## src/rtl/lot_pkg.sv

```systemverilog
package lot_pkg;

  typedef enum logic [2:0] {
    ST_IDLE,
    ST_CHK_IN,
    ST_CHK_OUT,
    ST_FULL,
    ST_DOOR
  } lotState_t;

  typedef struct packed {
    logic incOcc;
    logic decOcc;
    logic tickAdv;
    logic tickClr;
  } lotStrobe_t;

endpackage

```

## src/rtl/lot_edge.sv

```systemverilog
module lot_edge (
  input  logic clk,
  input  logic rst,
  input  logic level,
  output logic rise
);
  logic levelQ;

  always_ff @(posedge clk) begin
    if (rst) levelQ <= 1'b0;
    else     levelQ <= level;
  end

  assign rise = level & ~levelQ;
endmodule

```

## src/rtl/lot_datapath.sv

```systemverilog
module lot_datapath
  import lot_pkg::*;
#(
  parameter int SPACES     = 4,
  parameter int DOOR_TICKS = 2,
  localparam int CNT_W     = $clog2(SPACES + 1),
  localparam int TICK_W    = $clog2(DOOR_TICKS + 1)
) (
  input  logic             clk,
  input  logic             rst,
  input  logic             entrySense,
  input  logic             exitSense,
  input  lotStrobe_t       strobe,
  output logic             entryEvt,
  output logic             exitEvt,
  output logic             atFull,
  output logic             isEmpty,
  output logic             tickLast,
  output logic [CNT_W-1:0] occCount,
  output logic [CNT_W-1:0] freeCount
);
  localparam logic [CNT_W-1:0]  CAP      = CNT_W'(SPACES);
  localparam logic [TICK_W-1:0] TICK_END = TICK_W'(DOOR_TICKS - 1);

  logic [CNT_W-1:0]  occQ;
  logic [TICK_W-1:0] tickQ;

  lot_edge entryEdge_i (.clk(clk), .rst(rst), .level(entrySense), .rise(entryEvt));
  lot_edge exitEdge_i  (.clk(clk), .rst(rst), .level(exitSense),  .rise(exitEvt));

  always_ff @(posedge clk) begin
    if (rst) begin
      occQ <= '0;
    end else if (strobe.incOcc && occQ != CAP) begin
      occQ <= occQ + 1'b1;
    end else if (strobe.decOcc && occQ != '0) begin
      occQ <= occQ - 1'b1;
    end
  end

  always_ff @(posedge clk) begin
    if (rst || strobe.tickClr) begin
      tickQ <= '0;
    end else if (strobe.tickAdv) begin
      tickQ <= tickLast ? '0 : tickQ + 1'b1;
    end
  end

  assign tickLast  = (tickQ == TICK_END);
  assign atFull    = (occQ == CAP);
  assign isEmpty   = (occQ == '0);
  assign occCount  = occQ;
  assign freeCount = CAP - occQ;
endmodule

```

## src/rtl/lot_control.sv

```systemverilog
module lot_control
  import lot_pkg::*;
(
  input  logic       clk,
  input  logic       rst,
  input  logic       entryEvt,
  input  logic       exitEvt,
  input  logic       atFull,
  input  logic       isEmpty,
  input  logic       tickLast,
  input  logic       doorTick,
  output lotStrobe_t strobe,
  output logic       doorLamp,
  output logic       doorEnable
);
  lotState_t stateQ, stateD;
  logic      kickQ;

  always_comb begin
    stateD = stateQ;
    strobe = '0;
    unique case (stateQ)
      ST_IDLE: begin
        if (exitEvt && !isEmpty) stateD = ST_CHK_OUT;
        else if (entryEvt)       stateD = ST_CHK_IN;
      end
      ST_FULL: begin
        if (exitEvt) stateD = ST_CHK_OUT;
      end
      ST_CHK_IN: begin
        strobe.tickClr = 1'b1;
        if (!atFull) begin
          strobe.incOcc = 1'b1;
          stateD        = ST_DOOR;
        end else begin
          stateD = ST_FULL;
        end
      end
      ST_CHK_OUT: begin
        strobe.tickClr = 1'b1;
        strobe.decOcc  = 1'b1;
        stateD         = ST_DOOR;
      end
      ST_DOOR: begin
        if (doorTick) begin
          strobe.tickAdv = 1'b1;
          if (tickLast) stateD = atFull ? ST_FULL : ST_IDLE;
        end
      end
      default: stateD = ST_IDLE;
    endcase
  end

  always_ff @(posedge clk) begin
    if (rst) begin
      stateQ <= ST_IDLE;
      kickQ  <= 1'b0;
    end else begin
      stateQ <= stateD;
      kickQ  <= (stateD == ST_DOOR) && (stateQ != ST_DOOR);
    end
  end

  assign doorLamp   = (stateQ == ST_DOOR);
  assign doorEnable = kickQ;
endmodule

```

## src/rtl/lot_occupancy_ctrl.sv

```systemverilog
module lot_occupancy_ctrl
  import lot_pkg::*;
#(
  parameter int SPACES     = 4,
  parameter int DOOR_TICKS = 2,
  localparam int CNT_W     = $clog2(SPACES + 1)
) (
  input  logic             clk,
  input  logic             rst,
  input  logic             entrySense,
  input  logic             exitSense,
  input  logic             doorTick,
  output logic [CNT_W-1:0] occupied,
  output logic [CNT_W-1:0] freeSpaces,
  output logic             fullLamp,
  output logic             doorLamp,
  output logic             doorEnable
);
  lotStrobe_t strobe;
  logic entryEvt, exitEvt, atFull, isEmpty, tickLast;

  lot_datapath #(.SPACES(SPACES), .DOOR_TICKS(DOOR_TICKS)) datapath_i (
    .clk(clk), .rst(rst), .entrySense(entrySense), .exitSense(exitSense),
    .strobe(strobe), .entryEvt(entryEvt), .exitEvt(exitEvt), .atFull(atFull),
    .isEmpty(isEmpty), .tickLast(tickLast), .occCount(occupied), .freeCount(freeSpaces)
  );

  lot_control control_i (
    .clk(clk), .rst(rst), .entryEvt(entryEvt), .exitEvt(exitEvt), .atFull(atFull),
    .isEmpty(isEmpty), .tickLast(tickLast), .doorTick(doorTick), .strobe(strobe),
    .doorLamp(doorLamp), .doorEnable(doorEnable)
  );

  assign fullLamp = atFull;
endmodule

```

## config.mk

```make
export PLATFORM = sky130hd
export DESIGN_NAME = lot_occupancy_ctrl
export DESIGN_NICKNAME = d
export VERILOG_FILES = /design/src/rtl/lot_pkg.sv /design/src/rtl/lot_edge.sv /design/src/rtl/lot_datapath.sv /design/src/rtl/lot_control.sv /design/src/rtl/lot_occupancy_ctrl.sv
export SDC_FILE = /design/constraint.sdc
export NUM_CORES = 1
export LEC_CHECK = 0
export CAP_MARGIN = 5
export CORE_AREA = 3 3 40 42
export DETAILED_ROUTE_END_ITERATION = 6
export DIE_AREA = 0 0 43 45
export DONT_BUFFER_PORTS = 1
export PLACE_DENSITY_LB_ADDON = 0.3
export SKIP_CTS_REPAIR_TIMING = 1
export SLEW_MARGIN = 20
export SYNTH_ARGS = -nofsm -noshare
export SYNTH_HDL_FRONTEND = slang
export SYNTH_SLANG_ARGS = --single-unit
```

## constraint.sdc

```tcl
create_clock -name clk -period 2.85 [get_ports clk]
set_input_delay 0.4275 -clock clk [delete_from_list [all_inputs] [get_ports clk]]
set_output_delay 0.4275 -clock clk [all_outputs]
set_load 0.02 [all_outputs]
```

* Word-level counts from Yosys, hierarchy flattened *
Cells that the tools add are included.

word-level totals
  bits in registers = 11
  input port bits = 5
  output and inout port bits = 9
  logic and storage cells = 51

operators by class
  add/sub/neg operators = 4
  eq/ne operators = 9
  mux-type cells = 17
  bitwise logic cells = 4
  reduce and logical (&&, ||, !) cells = 11

operator list
  kind                   number
  $mux W3                8
  $pmux W3 S5            1
  $eq A3 B3 Y1 const B   3
  $eq A3 B2 Y1 const B   2
  $logic_not A3 Y1       2
  $mux W1                6
  $ne A3 B3 Y1 const B   2
  $logic_and A1 B1 Y1    4
  $mux W2                2
  $add A3 B1 Y3 const B  1
  $eq A3 B1 Y1 const B   1
  $reduce_bool A3 Y1     1
  $sub A3 B1 Y3 const B  1
  $sub A3 B3 Y3 const A  1
  $add A2 B1 Y2 const B  1
  $and A1 B1 Y1          2
  $eq A2 B1 Y1 const B   1
  $not A1 Y1             2
  $reduce_bool A2 Y1     1
  $reduce_or A2 Y1       1
  $logic_not A1 Y1       1
  $logic_or A1 B1 Y1     1

* Longest topological paths before layout *
  depth in word-level cells = 7
  gate-level depth with buffers = 9
  gate-level depth less buffers = 9

* Cells and area by module *
A second synthesis with hierarchy kept.

unflattened totals
  cells, all modules = 72
  area, all modules = 681.9 um^2

by module, submodules not included
  module        times used  cells an instance  area an instance (um^2)  seq. area each (um^2)
  lot_datapath  1           37                 322.8                    100.1
  lot_control   1           29                 264.0                    80.1
  lot_edge      2           3                  47.5                     20.0

* Worst setup path before layout *
OpenSTA, ideal clock, no wires.

  kind = register to register
  start point = reg datapath_i.occQ[0], in the netlist datapath_i.occCount[0]
  end point = reg datapath_i.occQ[2], in the netlist datapath_i.occCount[2]
  setup time = 0.123 ns
  data arrival time = 2.590 ns
  data required time = 2.727 ns
  setup slack = 0.137 ns
  cell stages (with the launch flop) = 10
  buffers on the path = 0
  clock period less this slack = 2.713 ns
  cells stage by stage = dfxtp_1 -> inv_1 -> ha_1 -> ha_1 -> nor2_1 -> nand2_1 -> fa_1 -> or4b_1 -> a21oi_1 -> mux2_1

between the ends
  word-level cells in the longest chain between the ends = 5
  elaborated cells on any way between the ends = 12
  those cells by class = add/sub: 2; eq/ne: 2; mux: 4; reduce/logical: 4

ends and longest elaborated chain
  what                                           line                      RTL
  from (decl)                                    lot_datapath.sv:25        logic [CNT_W-1:0] occQ;
  from (signal assigned)                         lot_datapath.sv:35        occQ <= occQ + 1'b1;
  from (signal assigned)                         lot_datapath.sv:37        occQ <= occQ - 1'b1;
  $eq A3 B3 Y1 *                                 lot_datapath.sv:50        assign atFull = (occQ == CAP);
  via fullLamp                                   lot_occupancy_ctrl.sv:15  output logic fullLamp,
  $mux W1 *                                      lot_control.sv:32         if (!atFull) begin
  $mux W1 *                                      lot_control.sv:22         unique case (stateQ)
  $logic_and A1 B1 Y1 *                          lot_datapath.sv:34        end else if (strobe.incOcc && occQ != CAP) begin
  $mux W3 or $reduce_bool A2 Y1 (tied branches)  -

The timed path passes the listed nets; every way through them passes the cells marked *. The select of a mux whose other input is x is not followed.
A chain may end at the register's enable or synchronous reset.

* Worst setup path after layout *
  start point = reg datapath_i.occQ[1], in the netlist datapath_i.occCount[1]
  end point = reg datapath_i.occQ[2], in the netlist datapath_i.occCount[2]

between the ends
  word-level cells in the longest chain between the ends = 5
  elaborated cells on any way between the ends = 12
  those cells by class = add/sub: 2; eq/ne: 2; mux: 4; reduce/logical: 4

ends and longest elaborated chain
  what
  branches (longest 5 deep; another with $sub A3 B1 Y3)

Parallel ways; which one is timed is not known. The select of a mux whose other input is x is not followed.

==> out/metrics.csv <==
metric,value,unit
worstPathRequired,3.01,ns
tightest_slew,0.3687,ns
internal_power,0.2828,mW
p_leak,0.2557,nW
hold_slack,0.2237,ns
cts_root_buf,clkbuf_4,
antenna_found_initial,0,
pwr-share-comb,33.5,%
design.core.area,0.001285,mm²
pwr_density_cell,627.1,mW/mm²
fp-row-count,13,
power_switching,0.1613,mW
vias_per_cell,5.692,
syn_inst,73,
detail-route-antenna-nets,0,
worstHoldPathType,input port to flip-flop,
cts_tree,done,
fmax,400.1,MHz
routabilityCongestion,0.7071,
status,"finished, final reports clean",
arrival,2.66,ns
hold_viol_final,0,
syn_nets,82,
swShare,36.32,%
syn_avg_cell_area,9.118,µm²
drive_gt1_share,11.84,%
io_buffers,0,
dp_hpwl,924,µm
routedWlPerCell,13.46,µm
cts_sinks,11,
relSlewSlack,75.39,%
grt_overflow_total,0,
rsz0062_at_grt,false,
drv_slew,0,
htree_num_levels,1,
start_util,51.80,%
setup_viol_count_final,0,
grt_pass1_wl,2.028,mm
drc,0,
syn_area,665.6,µm²
die_h,45,µm
final_cell_mix,"dfxtp_1 (11), nor2_1 (6), nand2b_1 (6), inv_1 (5)",
end_kind,flip-flop,
tns,0,ns
ys_seq_elements,11,
first_global_vias,475,
die_area,0.001935,mm²
maxCapViolCount,0,
p_seq_share,42.1,%
first_iter_violations,8,
yosysUniqueCellTypes,34,
io-pin-count,14,
critPathKind,flip-flop to flip-flop,
clkSlewWorstSetupHoldPaths,0.08,ns
vdd_ir_drop_max,0.0002891,V
die_w,43,µm
final_nets,86,
fin_crit_sh,87.69,%
totalWireLength,1.225,mm
syn_to_final_growth,6.391,%
gr-usage-all-layers,13.96,%
cts_buffers,3,
period_minus_slack,2.499,ns
final_common_cell,dfxtp_1,
crit_path_start_kind,flip-flop,
skew,0.005532,ns
dr.pass1.iters,4,
pwr-share-clk,24.4,%
crit_path_max_fanout,2,
grt_max_degree,15,
clk-insertion-delay-late,0.26,ns
synth-seq-area-share,33.08,%
num_antenna_cells,0,
vias,518,
yosysWarningCount,0,
clock_path_buffers,2,
-- routing by layer --
metal,vias up,part of all wire [%],track usage (%)
li1,262,-,-
met1,241,49,19.76
met2,13,44,20.06
met3,2,6.1,3.984
met4,0,0.82,5.422
met5,-,0,0
-- critical path: stages (launching register included) --
cell     delay [ns]
dfxtp_1        0.34
inv_1          0.04
ha_1           0.22
ha_1           0.20
nor2_1         0.13
nand2_1        0.10
fa_1           0.40
or4b_1         0.48
a21oi_1        0.17
mux2_1         0.33
-- sequential cells by signal, summed over array words and instances (netlist names) --
register,flops
control_i.stateQ,3
datapath_i.occCount,3
datapath_i.tickQ,2
control_i.doorEnable,1
datapath_i.entryEdge_i.levelQ,1
datapath_i.exitEdge_i.levelQ,1
-- layout make-up --
| class | count | area (µm²) |
|---|---|---|
| inverter | 5 | 18.77 |
| fill | 112 | 576.8 |
| sequential | 11 | 220.2 |
| multi-input combinational | 52 | 394.1 |
| clock buffer | 4 | 26.28 |
| timing repair buffer | 4 | 30.03 |
| tap | 15 | 18.77 |
-- final timing paths --
path | slack (ns) | depth (start not counted) | from | endpoint
setup / recovery | 0.35 | 9 | datapath_i.occCount[1]$_SDFFE_PP0P_ | datapath_i.occCount[2]$_SDFFE_PP0P_
hold / removal | 0.22 | 1 | rst | datapath_i.entryEdge_i.levelQ$_SDFF_PP0_
hold reg to reg | 0.50 | 1 | datapath_i.tickQ[1]$_SDFFE_PP0P_ | datapath_i.tickQ[1]$_SDFFE_PP0P_
setup reg to reg | 0.35 | 9 | datapath_i.occCount[1]$_SDFFE_PP0P_ | datapath_i.occCount[2]$_SDFFE_PP0P_
-- per-stage QoR --
step | cells | cell area, µm² | setup slack, ns | utilization (%) | total power [mW]
6_report | 91 | 708.2 | 0.3508 | 55.11 | 0.4441
4_1_cts | 91 | 708.2 | 0.3375 | 55.11 | 0.4504
2_1_floorplan | 73 | 665.6 | 0.1366 | - | 0.3150
3_3_place_gp | 87 | 681.9 | 0.4279 | 53.07 | 0.3351
5_1_grt | 91 | 708.2 | 0.1586 | 55.11 | 0.4731
3_5_place_dp | 87 | 681.9 | 0.3703 | 53.07 | 0.3411
-- power groups by stage --
stage | Sequential [mW] | Combinational [mW] | Clock (mW)
floorplan | 0.194 | 0.121 | 0
global placement | 0.190 | 0.145 | 0
detailed placement | 0.191 | 0.151 | 0
CTS | 0.187 | 0.151 | 0.112
global route | 0.190 | 0.164 | 0.119
finish | 0.187 | 0.149 | 0.108
-- cells in the mapped netlist --
cell type,count,area [µm²]
inv_1,5,18.77
a221oi_1,1,8.760
ha_1,3,37.54
o21ai_0,2,10.01
a31oi_1,3,18.77
or4b_1,1,10.01
nand4bb_1,1,11.26
a21oi_4,1,16.27
nor4_1,1,6.260
clkbuf_1,1,3.750
and2_1,1,6.260
o21a_1,1,7.510
nand2_1,1,3.750
a211oi_1,1,7.510
or3b_1,2,17.52
nor3_1,2,10.01
buf_4,1,7.510
buf_2,2,10.01
nand4b_1,1,8.760
mux2i_1,1,10.01
or3b_4,1,11.26
dfxtp_1,11,220.2
and4_1,1,8.760
nor2b_1,4,25.02
and3b_1,1,8.760
a21oi_1,2,10.01
fa_1,1,20.02
nor2_1,6,22.52
buf_6,1,11.26
nand2b_1,6,37.54
nor4b_1,1,8.760
nand3b_1,3,22.52
nand4_1,1,6.260
mux2_1,2,22.52
-- logic make-up after synthesis --
kind of cell / Yosys count / share of synthesized area (%)
AO/OA/AOI/OAI: 11 / 11.84
adder cells (fa/ha/maj): 4 / 8.647
buffers and inverters: 10 / 7.707
flip-flops: 11 / 33.08
multiplexers: 3 / 4.887
AND/OR/NAND/NOR: 34 / 33.84
(Power assumes the default switching activity.)
